`config.mk`:
```
export PLATFORM = sky130hd
export DESIGN_NAME = dedisp_sum
export DESIGN_NICKNAME = d
export VERILOG_FILES = /design/src/rtl/dd_pkg.sv /design/src/rtl/dd_power.sv /design/src/rtl/dd_decim.sv /design/src/rtl/dd_delay_bank.sv /design/src/rtl/dedisp_sum.sv
export SDC_FILE = /design/constraint.sdc
export NUM_CORES = 1
export LEC_CHECK = 0
export BUFFER_PORTS_ARGS = -buffer_cell sky130_fd_sc_hd__buf_2
export CORE_MARGIN = 2
export CORE_UTILIZATION = 60
export CTS_CLUSTER_SIZE = 8
export DETAILED_ROUTE_END_ITERATION = 6
export PLACE_DENSITY = 0.76
export SLEW_MARGIN = 5
export SYNTH_ARGS = -nofsm -noshare
export SYNTH_HDL_FRONTEND = slang
export SYNTH_SLANG_ARGS = --single-unit
export TNS_END_PERCENT = 50
```
`constraint.sdc`:
```
create_clock -name clk -period 11.8 [get_ports clk]
set_input_delay 0.59 -clock clk [delete_from_list [all_inputs] [get_ports clk]]
set_output_delay 0.59 -clock clk [all_outputs]
set_load 0.05 [all_outputs]
```
`src/rtl/dd_pkg.sv`:
```
package dd_pkg;
    // Index of the ring slot that lies `back` places behind `head`, in a ring of `depth` slots.
    function automatic int ring_back(int head, int back, int depth);
        return (head >= back) ? head - back : head + depth - back;
    endfunction
endpackage

```
`src/rtl/dd_power.sv`:
```
// dd_power: detects one complex sample as I*I + Q*Q.
// Assumes I and Q are signed SW-bit values; the result is unsigned, 2*SW bits,
// and fits because the largest value is 2^(2*SW-1).
module dd_power #(
    parameter int SW = 8,
    localparam int PW = 2 * SW
) (
    input  logic [SW-1:0] in_i,
    input  logic [SW-1:0] in_q,
    output logic [PW-1:0] pwr
);
    logic signed [PW:0] ext_i, ext_q, sq_sum;

    // Sign-extend, square and add in one extra bit of headroom.
    always_comb begin
        ext_i  = {{(SW+1){in_i[SW-1]}}, in_i};
        ext_q  = {{(SW+1){in_q[SW-1]}}, in_q};
        sq_sum = ext_i * ext_i + ext_q * ext_q;
        pwr    = sq_sum[PW-1:0];
    end
endmodule

```
`src/rtl/dd_decim.sv`:
```
// dd_decim: per-channel frame averager.
// Adds DECIM powers per channel and presents the floor of their mean on the last one.
// Assumes DECIM is a power of two (at least 2) and that `first` marks frame 0 of a group.
module dd_decim #(
    parameter int NUM_CH = 4,
    parameter int PW = 16,
    parameter int DECIM = 8,
    localparam int CH_W = $clog2(NUM_CH),
    localparam int LOG = $clog2(DECIM),
    localparam int AW = PW + LOG
) (
    input  logic            clk,
    input  logic            rst_n,
    input  logic            clr,
    input  logic            en,
    input  logic [CH_W-1:0] ch,
    input  logic            first,
    input  logic [PW-1:0]   pwr,
    output logic [PW-1:0]   avg_o
);
    localparam logic [PW-1:0] PMAX = {1'b1, {(PW-1){1'b0}}};

    logic [AW-1:0] acc [NUM_CH];
    logic [AW-1:0] tot;
    logic [AW-1:0] shifted;

    // Running total for the current channel and its mean.
    always_comb begin
        tot     = (first ? '0 : acc[ch]) + AW'(pwr);
        shifted = tot >> LOG;
        avg_o   = shifted[PW-1:0];
    end

    // Store the running total for the channel on each accepted beat.
    always_ff @(posedge clk) begin
        if (!rst_n || clr) begin
            for (int c = 0; c < NUM_CH; c++) acc[c] <= '0;
        end else if (en) begin
            acc[ch] <= tot;
        end
    end

    // The mean of powers can never exceed one full-scale power.
    assert_avg_range_R2: assert property (@(posedge clk) disable iff (!rst_n)
        en |-> avg_o <= PMAX);
endmodule

```
`src/rtl/dd_delay_bank.sv`:
```
// dd_delay_bank: one circular line of MAX_DELAY+1 averaged powers per channel.
// The shared write slot advances once per averaged frame (driven by the parent).
// A read looks `dly` slots behind it; a zero delay forwards the incoming word.
module dd_delay_bank #(
    parameter int NUM_CH = 4,
    parameter int PW = 16,
    parameter int MAX_DELAY = 7,
    localparam int CH_W = $clog2(NUM_CH),
    localparam int DEPTH = MAX_DELAY + 1,
    localparam int DLY_W = $clog2(DEPTH)
) (
    input  logic             clk,
    input  logic             rst_n,
    input  logic             clr,
    input  logic             we,
    input  logic [CH_W-1:0]  ch,
    input  logic [DLY_W-1:0] wptr,
    input  logic [DLY_W-1:0] dly,
    input  logic [PW-1:0]    din,
    output logic [PW-1:0]    dout
);
    logic [DLY_W-1:0] rd_slot;
    logic [PW-1:0]    rd_word [NUM_CH];

    // Slot holding the word written `dly` frames ago.
    always_comb rd_slot = DLY_W'(dd_pkg::ring_back(int'(wptr), int'(dly), DEPTH));

    for (genvar g = 0; g < NUM_CH; g++) begin : g_line
        logic [PW-1:0] line [DEPTH];

        // Write the newest averaged power of channel g; clear on restart.
        always_ff @(posedge clk) begin
            if (!rst_n || clr) begin
                for (int s = 0; s < DEPTH; s++) line[s] <= '0;
            end else if (we && ch == CH_W'(g)) begin
                line[wptr] <= din;
            end
        end

        assign rd_word[g] = line[rd_slot];
    end

    // Zero delay bypasses the line so the reference channel is not aged.
    always_comb dout = (dly == '0) ? din : rd_word[ch];
endmodule

```
`src/rtl/dedisp_sum.sv`:
```
// dedisp_sum: delay-and-sum dedisperser for one trial dispersion value.
// Takes one channel sample per beat, frames of 2*NUM_CH beats of which the first NUM_CH count.
// Detects, averages DECIM frames, delays each channel by its table entry and sums.
// Assumes NUM_CH and DECIM are powers of two and DECIM >= 2.
module dedisp_sum #(
    parameter int NUM_CH = 4,
    parameter int SW = 8,
    parameter int DECIM = 8,
    parameter int MAX_DELAY = 7,
    localparam int IN_CH = 2 * NUM_CH,
    localparam int CH_W = $clog2(NUM_CH),
    localparam int IC_W = $clog2(IN_CH),
    localparam int DC_W = $clog2(DECIM),
    localparam int DLY_W = $clog2(MAX_DELAY + 1),
    localparam int PW = 2 * SW,
    localparam int SUM_W = PW + $clog2(NUM_CH)
) (
    input  logic             clk,
    input  logic             rst_n,
    input  logic             run,
    input  logic             tbl_we,
    input  logic [CH_W-1:0]  tbl_addr,
    input  logic [DLY_W-1:0] tbl_delay,
    input  logic             in_valid,
    output logic             in_ready,
    input  logic [SW-1:0]    in_i,
    input  logic [SW-1:0]    in_q,
    output logic             out_valid,
    input  logic             out_ready,
    output logic [SUM_W-1:0] out_sum
);
    localparam logic [SUM_W-1:0] SUM_CAP = SUM_W'(NUM_CH) << (PW - 1);

    logic             run_q, start, beat, used, first, last;
    logic             dec_en, line_we, emit;
    logic [IC_W-1:0]  ch_cnt;
    logic [CH_W-1:0]  ch_lo;
    logic [DC_W-1:0]  dec_cnt;
    logic [DLY_W-1:0] wptr, fill;
    logic [DLY_W-1:0] dly_tbl [NUM_CH];
    logic [PW-1:0]    pwr, avg, dly_out;
    logic [SUM_W-1:0] sum_acc, partial, tot;

    // Handshake and beat qualification.
    always_comb begin
        start    = run && !run_q;
        in_ready = run && run_q && !(out_valid && !out_ready);
        beat     = in_valid && in_ready;
        used     = ch_cnt < IC_W'(NUM_CH);
        ch_lo    = ch_cnt[CH_W-1:0];
        first    = dec_cnt == '0;
        last     = dec_cnt == DC_W'(DECIM - 1);
        dec_en   = beat && used;
        line_we  = dec_en && last;
        emit     = line_we && ch_cnt == IC_W'(NUM_CH - 1) && fill == DLY_W'(MAX_DELAY);
        partial  = (ch_cnt == '0) ? '0 : sum_acc;
        tot      = partial + SUM_W'(dly_out);
    end

    dd_power #(.SW(SW)) i_power (.in_i(in_i), .in_q(in_q), .pwr(pwr));

    dd_decim #(.NUM_CH(NUM_CH), .PW(PW), .DECIM(DECIM)) i_decim (
        .clk(clk), .rst_n(rst_n), .clr(start), .en(dec_en), .ch(ch_lo),
        .first(first), .pwr(pwr), .avg_o(avg));

    dd_delay_bank #(.NUM_CH(NUM_CH), .PW(PW), .MAX_DELAY(MAX_DELAY)) i_bank (
        .clk(clk), .rst_n(rst_n), .clr(start), .we(line_we), .ch(ch_lo),
        .wptr(wptr), .dly(dly_tbl[ch_lo]), .din(avg), .dout(dly_out));

    // Remember run to find its rising edge.
    always_ff @(posedge clk) begin
        if (!rst_n) run_q <= 1'b0;
        else        run_q <= run;
    end

    // Delay table: writable only while idle.
    always_ff @(posedge clk) begin
        if (!rst_n) begin
            for (int c = 0; c < NUM_CH; c++) dly_tbl[c] <= '0;
        end else if (tbl_we && !run) begin
            dly_tbl[tbl_addr] <= tbl_delay;
        end
    end

    // Channel, averaging and ring position counters plus the partial sum.
    always_ff @(posedge clk) begin
        if (!rst_n || start) begin
            ch_cnt  <= '0;
            dec_cnt <= '0;
            wptr    <= '0;
            fill    <= '0;
            sum_acc <= '0;
        end else if (beat) begin
            if (line_we) sum_acc <= tot;
            if (ch_cnt == IC_W'(IN_CH - 1)) begin
                ch_cnt  <= '0;
                dec_cnt <= last ? '0 : dec_cnt + 1'b1;
                if (last) begin
                    wptr <= (wptr == DLY_W'(MAX_DELAY)) ? '0 : wptr + 1'b1;
                    if (fill != DLY_W'(MAX_DELAY)) fill <= fill + 1'b1;
                end
            end else begin
                ch_cnt <= ch_cnt + 1'b1;
            end
        end
    end

    // Output register with hold under backpressure.
    always_ff @(posedge clk) begin
        if (!rst_n) begin
            out_valid <= 1'b0;
            out_sum   <= '0;
        end else if (!run) begin
            out_valid <= 1'b0;
        end else if (emit) begin
            out_valid <= 1'b1;
            out_sum   <= tot;
        end else if (out_ready) begin
            out_valid <= 1'b0;
        end
    end

    assert_hold_R8: assert property (@(posedge clk) disable iff (!rst_n)
        out_valid && !out_ready && run |=> out_valid && $stable(out_sum));

    assert_no_overflow_R6: assert property (@(posedge clk) disable iff (!rst_n)
        out_valid |-> out_sum <= SUM_CAP);

    assert_first_out_R5: assert property (@(posedge clk) disable iff (!rst_n)
        out_valid |-> fill == DLY_W'(MAX_DELAY));
endmodule

```
Yosys cells after proc, flatten, opt, wreduce, memory -nomap -nowiden:

Memory sizes are Yosys's and may differ from the RTL's. A register that Yosys moved wholly into a read port is not among the register bits.
Cells that the tools add are included.

* register bits after elaboration: 50
* bits in latches: 0
* memory bits (writable): 600
* bits in read-only memories: 0
* bits of input ports: 27
* output and inout bits: 20
* word-level logic and storage cells: 131
* memories: 6

* add/subtract/negate cells: 10
* multipliers: 2
* div/mod/pow operators: 0
* magnitude comparators: 3
* equal/unequal tests: 9
* shift-type cells: 0
* multiplexer cells: 55
* bitwise gates (word level): 1
* reduce and logical (&&, ||, !) cells: 37

Memories
* i_bank.g_line[0].line: words 8, width 16, read ports 1, clocked after memory_dff 0, write ports 8, RTL line dd_delay_bank.sv:29 `logic [PW-1:0] line [DEPTH];`
* i_bank.g_line[1].line: words 8, width 16, read ports 1, clocked after memory_dff 0, write ports 8, RTL line dd_delay_bank.sv:29
* i_bank.g_line[2].line: words 8, width 16, read ports 1, clocked after memory_dff 0, write ports 8, RTL line dd_delay_bank.sv:29
* i_bank.g_line[3].line: words 8, width 16, read ports 1, clocked after memory_dff 0, write ports 8, RTL line dd_delay_bank.sv:29
* i_decim.acc: words 4, width 19, read ports 1, clocked after memory_dff 1, write ports 4, RTL line dd_decim.sv:23 `logic [AW-1:0] acc [NUM_CH];`
* dly_tbl: words 4, width 3, read ports 1, clocked after memory_dff 1, write ports 4, RTL line dedisp_sum.sv:40 `logic [DLY_W-1:0] dly_tbl [NUM_CH];`

Operators by type and width (number)
* two-way mux 16 bit: 7
* OR reduction 16 bit: 4
* two-way mux 19 bit: 2
* binary-select mux 16 bit (select 2 bit): 1
* multiplier 8 x 8 -> 16 bit: 2
* two-way mux 1 bit: 29
* two-way mux 3 bit: 9
* adder 19 x 16 -> 19 bit: 1
* OR reduction 19 bit: 1
* adder 18 x 16 -> 18 bit: 1
* two-way mux 18 bit: 1
* adder 16 bit: 1
* adder 3 x 1 -> 3 bit (second input constant): 5
* logical AND 1 bit: 14
* equality test 3 bit (second input constant): 4
* two-way mux 2 bit: 6
* logical NOT 3 bit: 3
* AND reduction 2 bit: 4
* subtractor 3 bit: 2
* logical NOT 1 bit: 5
* equality test 2 bit (second input constant): 2
* AND reduction 4 bit: 1
* equality test 3 x 2 -> 1 bit (second input constant): 1
* greater-or-equal comparator 3 bit: 1
* other kinds (10): 10

Logic depth before layout (Yosys ltp):

* depth after elaboration: 13
* mapped depth: 40
* gate-level depth less buffers: 39

Hierarchy:

Synthesis repeated with hierarchy kept, for this count alone.

* cell total of the unflattened synthesis: 2763
* area total of the unflattened synthesis: 36263.5 um2

By module, submodules not included
* dd_delay_bank: times used 1, cells an instance 1510, area an instance 23885.4 um2
* dd_power: times used 1, cells an instance 476, area an instance 4519.3 um2
* dd_decim: times used 1, cells an instance 370, area an instance 4301.6 um2
* dedisp_sum: times used 1, cells an instance 407, area an instance 3557.2 um2

Worst setup path after synthesis:

No wires, ideal clock.

* path type: input to register
* from: input in_q[7]
* to: register sum_acc[16]
* setup time: 0.121 ns
* arrival time: 8.243 ns
* slack: 3.436 ns
* stages: 36
* cell sequence: clkbuf_1 -> and2_1 -> fa_1 -> inv_1 -> fa_1 -> inv_1 -> fa_1 -> fa_1 -> fa_1 -> inv_1 -> fa_1 -> inv_1 -> ha_1 -> nand2_1 -> nand2_1 -> a31o_2 -> a21oi_1 -> nor2b_1 -> o21ai_0 -> nor2b_1 -> xnor2_1 -> ha_1 -> a21o_1 -> nand2b_1 -> xnor2_1 -> o22ai_1 -> ha_1 -> o21ai_0 -> nand2b_1 -> a211oi_1 -> nor2_1 -> a31o_1 -> a21o_1 -> a21oi_1 -> or3_1 -> nand3_1

* longest elaborated chain between the ends: 5

Ends and longest elaborated chain
* start, declared: RTL line dedisp_sum.sv:27 `input logic [SW-1:0] in_q,`
* multiplier 8 x 8 -> 16 bit: RTL line dd_power.sv:18 `sq_sum = ext_i * ext_i + ext_q * ext_q;`
* adder 16 bit: RTL line dd_power.sv:18
* adder 19 x 16 -> 19 bit: RTL line dd_decim.sv:29 `tot = (first ? '0 : acc[ch]) + AW'(pwr);`
* two-way mux 16 bit: RTL line dd_delay_bank.sv:44 `always_comb dout = (dly == '0) ? din : rd_word[ch];`
* adder 18 x 16 -> 18 bit: RTL line dedisp_sum.sv:57 `tot = partial + SUM_W'(dly_out);`
* end signal, assigned: RTL line dedisp_sum.sv:94 `if (line_we) sum_acc <= tot;`
* end, declared: RTL line dedisp_sum.sv:42 `logic [SUM_W-1:0] sum_acc, partial, tot;`

Every way passes these cells.
A chain may end at the register's enable or synchronous reset.

Worst setup path after layout:

* from: input in_q[7]
* to: register sum_acc[17]

The elaborated chain is that of the path after synthesis.

==> impl_metrics.csv <==
group,metric,value,unit
synth,ys_seq_area_share,54.7,%
place,dp_slack,2.24,ns
sta,finClkSkew,0.0220,ns
sta,worstMarginPinSlew,1.24,ns
route,antenna_left,0,
setup_path,critPathSlowestCell,"fa_1",
cells_and_area,diodes,0,
cells_and_area,nFillCells,4187,
grt,overflow,0,
min_path,hp-class,"in2reg",
cells_and_area,drive_gt1_share,7.89,%
sta,rsz0062_at_grt,"false",
sta,max_freq,0.111,GHz
sta,hold_viol,0,
synth,async_flop_share,0,%
place,dp.final_hpwl,63700,um
sta,worst_slack,2.79,ns
cells_and_area,nets,3472,
setup_path,crit_arrival,9.58,ns
clocking,clkTransAtPathRegs,0.05,ns
clocking,post_cts_buffers,0,
place,io_buffers,46,
setup_path,crit_path_start_kind,"input port",
cells_and_area,layout_commonest_cell,"nor2_1",
clocking,cts_tree,"built",
setup_path,cp-end-kind,"register",
setup_path,cp_slowest_stage_delay,0.59,ns
grt,grt_usage,33.4,%
sta,slew_viol_final,0,
route,vias,25600,
floorplanning,die_h,245,um
floorplanning,core,57600,sq um
synth,synth-edff-count,600,
clocking,cts_max_level,3,
synth,synth.distinct_cells,65,
route,via_per_inst,6.36,
cells_and_area,final_cell_mix,"nor2_1 (652), edfxtp_1 (600), nand2_1 (482), inv_1 (154), a21oi_1 (127)",
route,wl,98600,um
grt,grt_pass1_vias,25700,
floorplanning,die_area,60000,sq um
clocking,cts.sinks,652,
cells_and_area,syn_to_final_growth,9.69,%
clocking,cts_resized,0,
cells_and_area,post-route-util,66.4,%
floorplanning,die_x,245,um
synth,ys_ff_latch,652,
floorplanning,pin_count,47,
grt,grt_max_degree,146,
sta,fin_crit,9.01,ns
route,drt-pass1-iter-count,7,
synth,syn-instance-count,3254,
cells_and_area,layout.cells.non_filler,4023,
synth,syn_area,34800,sq um
clocking,clk-insertion-delay-late,0.64,ns
setup_path,r2r_cells,23,
clocking,cts.path.max_buffers,3,
synth,synthFlopType,"edfxtp_1",
place,place_inst,3902,
setup_path,worst_path_most_repeated_cell,"fa_1",
place,routabilityCongestion,0.936,
sta,timing.final.crit_share,76.4,%
clocking,hold_buffers,0,
min_path,hold-path-cell-count,2,
clocking,cts-buffers-inserted,91,
clocking,root_buffer,"clkbuf_16",
grt,antenna_found_initial,5,
synth,synth_nets,3496,
synth,yosys_warnings,0,
synth,syn_area_per_cell,10.7,sq um
setup_path,cp.required,12.36,ns
job,drv_cap,0,
grt,grt_pass1_wl,151000,um
setup_path,worstSetupPathType,"in2reg",
route,drtIter0Drc,3695,
route,routedWlPerCell,24.5,um
floorplanning,start_util,60.5,%
route,drc,1,
outcome,failed_checks,"design-rule violations",
sta,fin_setup_tns,0,ns
outcome,status,"complete, but fails checks",
sta,setup_viol,0,
sta,slew-limit-headroom,16.6,%
floorplanning,num_rows,88,
setup_path,crit_path_max_fanout,37,
[cell families (layout without fill, tap and decap cells)]
logic type | after synthesis | count (layout) | synth area share [%]
and+or+nand+nor | 1459 | 1459 | 17.7
xor gates and xnor gates | 66 | 66 | 1.71
buffers and inverters | 374 | 378 | 4.26
AOI/OAI and AO/OA | 349 | 349 | 6.35
muxes | 139 | 139 | 5.01
DFF | 652 | 652 | 54.7
adders and majority gates | 215 | 215 | 10.2
[final timing paths]
path              slack (ns)          end       start
setup / recovery        2.79  sum_acc[17]     in_q[7]
hold / removal          0.22        run_q         run
setup reg to reg        4.14  out_sum[17]    register
hold reg to reg         0.45   sum_acc[6]  sum_acc[6]
[cell type report]
type | count | area [sq um] | area share (%)
Tap cell | 765 | 957 | 2.51
Inverter | 155 | 582 | 1.52
Multi-Input combinational cell | 2228 | 14500 | 38.0
Clock inverter | 3 | 22.5 | 0.0589
Timing Repair Buffer | 102 | 663 | 1.74
Clock buffer | 118 | 2420 | 6.34
Sequential cell | 652 | 19100 | 49.9
[flip-flops by register name (all words and copies together) (netlist names), 3 cells and up, named ones only]
name,count
i_bank.g_line.line,512
i_decim.acc,76
out_sum,18
sum_acc,18
dly_tbl,12
ch_cnt,3
dec_cnt,3
fill,3
wptr,3
[through the flow]
stage               instance area, sq um  hold slack, ns
floorplan                          34800           0.432
global placement                   35800           0.440
detailed placement                 35800           0.445
CTS                                38200           0.199
global route                       38200           0.224
finish                             38200           0.216
[cell usage after synthesis (8+ instances only)]
cell type	n	share of area (%)
a211oi_1	12	0.26
a21boi_0	12	0.26
a21o_1	16	0.34
a21oi_1	127	1.8
a22oi_1	10	0.22
a31oi_1	18	0.32
and2_1	68	1.2
and3_1	17	0.31
buf_1	13	0.14
buf_2	28	0.40
buf_4	8	0.17
clkbuf_1	168	1.8
dfxtp_1	52	3.0
edfxtp_1	600	52
fa_1	117	6.7
ha_1	98	3.5
inv_1	154	1.7
mux2i_1	108	3.1
mux4_2	28	1.8
nand2_1	482	5.2
nand2b_1	18	0.32
nand3_1	96	1.4
nand4_1	20	0.36
nor2_1	652	7.0
nor2b_1	40	0.72
nor3_1	17	0.24
nor4_1	21	0.38
o211ai_1	12	0.26
o21ai_0	35	0.50
o221ai_1	15	0.38
o22ai_1	35	0.63
or3_1	8	0.14
xnor2_1	49	1.2
xor2_1	16	0.40
[metal layers]
layer	vias up	part of all wire, %	GRT usage, %
li1	11100	-	-
met1	12500	36	44.4
met2	1685	46	51.5
met3	328	13	8.90
met4	6	5.1	16.1
met5	-	0.050	0
[critical path, delay by kind of cell]
| family | cells | cell delay, ns |
|---|---|---|
| AND/OR/NAND/NOR | 6 | 1.17 |
| XOR/XNOR | 2 | 0.31 |
| buffers and inverters | 4 | 0.76 |
| adder cells (fa/ha/maj) | 9 | 3.94 |
| AO/OA/AOI/OAI | 11 | 2.75 |
Power is not shown: default switching activity piles up to over one toggle a cycle in this logic, so the estimate is an artifact.
